File: src/rtl/strobe_serial_port.sv
module strobe_serial_port #(
  parameter int WIDTH = 10
) (
  input  logic             clk,
  input  logic             rst_n,
  input  logic             strobe,
  input  logic             sclk,
  input  logic [WIDTH-1:0] result,
  input  logic             result_load,
  output logic             sdo,
  output logic             sdo_oe
);
  localparam int CW = $clog2(WIDTH + 1);
  localparam logic [CW-1:0] LAST = CW'(WIDTH);

  logic             strobe_q, sclk_q;
  logic [WIDTH-1:0] hold_r, shift_r;
  logic             sdo_r, armed;
  logic [CW-1:0]    cnt;

  wire strobe_rise = strobe & ~strobe_q;
  wire sclk_rise   = sclk & ~sclk_q;
  wire sclk_fall   = ~sclk & sclk_q;
  wire more_bits   = (cnt != LAST);

  always_ff @(posedge clk) begin
    if (!rst_n) begin
      strobe_q <= 1'b0;
      sclk_q   <= 1'b0;
    end else begin
      strobe_q <= strobe;
      sclk_q   <= sclk;
    end
  end

  always_ff @(posedge clk) begin
    if (!rst_n)           hold_r <= '0;
    else if (result_load) hold_r <= result;
  end

  always_ff @(posedge clk) begin
    if (!rst_n) begin
      shift_r <= '0;
      sdo_r   <= 1'b0;
      armed   <= 1'b0;
      cnt     <= '0;
    end else if (strobe_rise) begin
      shift_r <= hold_r;
      sdo_r   <= 1'b0;
      armed   <= 1'b1;
      cnt     <= '0;
    end else if (armed) begin
      if (sclk_rise && more_bits) begin
        sdo_r   <= shift_r[WIDTH-1];
        shift_r <= {shift_r[WIDTH-2:0], 1'b0};
        cnt     <= cnt + 1'b1;
      end else if (sclk_fall && !more_bits) begin
        armed <= 1'b0;
        sdo_r <= 1'b0;
      end
    end
  end

  assign sdo_oe = armed;
  assign sdo    = armed & sdo_r;
endmodule

File: config.mk
export PLATFORM = sky130hd
export DESIGN_NAME = strobe_serial_port
export DESIGN_NICKNAME = d
export VERILOG_FILES = /design/src/rtl/strobe_serial_port.sv
export SDC_FILE = /design/constraint.sdc
export NUM_CORES = 1
export LEC_CHECK = 0
export ABC_CLOCK_PERIOD_IN_PS = 3650
export BUFFER_PORTS_ARGS = -buffer_cell sky130_fd_sc_hd__buf_2
export CAP_MARGIN = 20
export CORE_MARGIN = 5
export CORE_UTILIZATION = 59
export DETAILED_ROUTE_END_ITERATION = 12
export PLACE_DENSITY = 0.9
export SLEW_MARGIN = 20
export SYNTH_ARGS = -nofsm -noshare
export SYNTH_HDL_FRONTEND = slang
export SYNTH_SLANG_ARGS = --single-unit
File: constraint.sdc
create_clock -name clk -period 3.65 [get_ports clk]
set_clock_uncertainty 0.15 [all_clocks]
set_input_delay 1.095 -clock clk [delete_from_list [all_inputs] [get_ports clk]]
set_output_delay 1.095 -clock clk [all_outputs]
set_load 0.01 [all_outputs]
## Yosys cells after proc, flatten, opt, wreduce, memory -nomap -nowiden

Cells that the tools add are included.

- Flip-flop bits (word level): 28
- Input port bits: 15
- Logic and storage cells: 36
- Output and inout bits: 2

- Reduce and logical (&&, ||, !) cells: 10
- Mux-type cells: 9
- Eq/ne operators: 1
- Add/sub/neg operators: 1
- Bitwise operators: 8

Operators with widths:

| cell | count |
|---|---|
| $mux 10 | 3 |
| $mux 1 | 6 |
| $reduce_and 2->1 | 3 |
| $reduce_bool 2->1 | 3 |
| $add 4x1->4 const B | 1 |
| $and 1x1->1 | 4 |
| $ne 4x4->1 const B | 1 |
| $not 1->1 | 4 |
| $logic_and 1x1->1 | 2 |
| $reduce_or 2->1 | 1 |
| $logic_not 1->1 | 1 |

## Longest topological paths before layout

- Word-level depth: 7
- Gate-level depth with buffers: 7

## Worst setup path before layout

Ideal clock, no wire load.

- Path kind: in2reg
- Start point: input sclk
- End point: register shift_r[1]
- Cell stages on the path: 4
- Arrival time: 1934 ps
- Slack: 1480 ps
- Path buffers: 1
- Cell sequence: nand3b_1 > or2_2 > buf_2 > a211oi_1

- Word-level cells in the longest chain between the ends: 4

RTL lines:

| what | RTL line | RTL |
|---|---|---|
| start, declared | 7 | `input logic sclk,` |
| $and 1x1->1 | 22 | `wire sclk_rise = sclk & ~sclk_q;` |
| $logic_and 1x1->1 | 53 | `if (sclk_rise && more_bits) begin` |
| $reduce_bool 2->1 (no line) | n/a |  |
| $reduce_and 2->1 (no line) | n/a |  |
| end signal, assigned | 48 | `shift_r <= hold_r;` |
| end signal, assigned | 55 | `shift_r <= {shift_r[WIDTH-2:0], 1'b0};` |
| end, declared | 17 | `logic [WIDTH-1:0] hold_r, shift_r;` |

Every way passes these cells.
A chain may end at the register's enable or synchronous reset.

## Final worst setup path

- Start point: input sclk
- End point: register shift_r[2]

The elaborated chain is that of the path after synthesis.

==> impl_metrics.toml <==
[routing]
antenna_left = 0
drtIter0Drc = 16
firstDrtPassIters = 4
vias_per_cell = 5.60
vias = 947
wl_per_cell_microns = 12.7
drt-total-wl_microns = 2150
drcViolationCount = 0

[final_layout]
final_common_cell = "dfxtp_1"
fillers = 177
stdcell_count = 169
nets = 161
syn_to_final_growth_pct = 7.60
diodes = 0
stdcell_area_sq_mm = 0.00131
most-common-layout-cells = "dfxtp_1 (28), buf_2 (16), nor2b_1 (11), o21ai_0 (11), mux2i_1 (10)"
drive_above_1_share = 0.148

[placed_design]
gp_congestion = 0.763
placedCellCount = 166
place_ws_ns = 0.960
hpwl_microns = 1550
port_buffers = 16
dpl_cell_area_sq_mm = 0.00129

[clocking]
ctsResizeCount = 0
cts_root_buf = "clkbuf_4"
cts_tree = "yes"
cts_setup_buffers = 0
cts_hold_buffers = 0
htree_levels = 1
clock_latency_ns = 0.31
clk_pin_slew_ns = 0.13
cts_sinks = 28
numCtsBuffers = 3
clock_path_buffers = 2

[synthesis]
yosysWarnings = 0
dominantRegCellSynth = "dfxtp_1"
synth_edf_count = 0
synthSimpleGateAreaFrac = 0.211
synth_area_per_cell_sq_um = 9.16
synth_xor_area_frac = 0
synth.distinct_cells = 30
ys_async_sr_fraction = 0
synth_fp_nets = 150
synth_compound_area_frac = 0.168
synth-seq-cells = 28
synthAdderAreaFrac = 0.0205
syn_area_sq_mm = 0.00122
yosysSeqAreaShare = 0.460
syn_inst = 133
synthMuxAreaShare = 0.0821
synth_top_family_by_area = "simple AND/OR/NAND/NOR gates"

[worst_setup_path]
crit_required_ns = 3.73
rr_startpoint = "cnt[0]"
worstSetupStartpoint = "sclk"
critPathArrivalTime_ns = 2.46
path_class = "in2reg"
critPathMaxFanout = 19
worst_setup_path_end_kind = "flip-flop"
start_kind = "input port"

[global_route]
grt_pass1_vias = 922
grt_pass1_wl_microns = 3710
grt_max_degree = 29
grt_remaining_overflow = 0
grt_util_all_layers = 0.141
grt_antenna_before_repair = 0

[sta]
fin_crit_sh = 0.653
fmax_mhz = 419
min_period_ns = 2.38
setup_viol = 0
fin_tns_setup_ns = 0
post-route-worst-setup-slack_ns = 1.27
slew_violations = 0
worstMarginPinSlew_ns = 0.651
rsz0062_at_grt = "no"
hold_violations = 0
max-slew-margin-rel = 0.565

[power_and_ir_drop]
p_leak_nw = 0.520
ir_drop_mv = 0.295
switching_power_mw = 0.123
p_sw_frac = 0.240
p_seq_frac = 0.650
clockPowerShare = 0.232
total_power_mw = 0.512
powerDensity_mw_per_mm2 = 390
internal_power_mw = 0.389
combPwrFrac = 0.118

[floorplan]
dieArea_sq_mm = 0.00307
initial_utilization = 0.621
coreArea_sq_mm = 0.00196
fp-row-count = 16
die_y_microns = 55.5
io_pins = 17
die_w_microns = 55.5

[worst_hold_path]
min_from = "hold_r[0]"
hold_path_class = "reg2reg"

[job]
max-cap-violations = 0

[status]
status = "completed"
power groups by stage:
stage          Clock, mW  Combinational [mW]  Sequential [mW]
6_report           0.119              0.0604            0.333
3_3_place_gp           0              0.0576            0.338
4_1_cts            0.123              0.0609            0.333
2_1_floorplan          0              0.0448            0.337
3_5_place_dp           0              0.0608            0.339
5_1_grt            0.136              0.0683            0.335
flip-flops by register name, summed over array words and instances, names as in the netlist:
register and flops:
sclk_q 1, strobe_q 1, sdo_oe 1, sdo_r 1
cnt 4, hold_r 10, shift_r 10
worst max-delay path, cell delays in order:
cell and delay [ns]:
buf_2 0.10, nand3b_1 0.43, or2_2 0.59, a211oi_1 0.25
routing by layer:
metal | share of wire | global-route usage
met2 | 0.49 | 0.233
met4 | 0.0060 | 0.0417
met3 | 0.040 | 0.0326
met5 | 0 | 0
met1 | 0.46 | 0.183
through the flow:
step	hold WS, ns	utilization
after floorplan	0.290	-
after global placement	0.300	0.657
after detailed placement	0.309	0.657
after CTS	0.326	0.668
after global routing	0.339	0.668
final	0.323	0.668
cell usage after synthesis, types with 2 or more instances:
cell | count | area [sq um]
a211oi_1 | 9 | 67.6
a21oi_1 | 3 | 15.0
and2_1 | 3 | 18.8
buf_2 | 2 | 10.0
clkbuf_1 | 8 | 30.0
dfxtp_1 | 28 | 561
ha_1 | 2 | 25.0
inv_1 | 5 | 18.8
mux2i_1 | 10 | 100
nand2_1 | 2 | 7.51
nand3_1 | 3 | 15.0
nor2_1 | 9 | 33.8
nor2b_1 | 11 | 68.8
nor4_1 | 9 | 56.3
o2111ai_1 | 2 | 17.5
o21ai_0 | 11 | 55.1
o31ai_1 | 2 | 15.0
or3_1 | 2 | 12.5
final cells by class:
| class | count | area, sq um | share of cell area |
|---|---|---|---|
| clock buffers | 3 | 22.5 | 0.0172 |
| well taps | 27 | 33.8 | 0.0258 |
| flip-flops and latches | 28 | 561 | 0.427 |
| inverters | 5 | 18.8 | 0.0143 |
| multi-input cells | 89 | 588 | 0.448 |
| repair buffers | 17 | 87.6 | 0.0668 |
final timing paths:
path / endpoint / slack, ns / depth (start not counted)
min reg2reg: shift_r[0] / 0.32 / 2
min: shift_r[0] / 0.32 / 2
max: shift_r[2] / 1.27 / 4
max reg2reg: shift_r[2] / 1.67 / 5
kinds of logic after synthesis:
group	after synthesis
buf+inv	16
flops	28
fa+ha+maj	2
simple gates	45
mux	10
compound gates	32
Note: power is estimated with default switching activity, not from simulation.
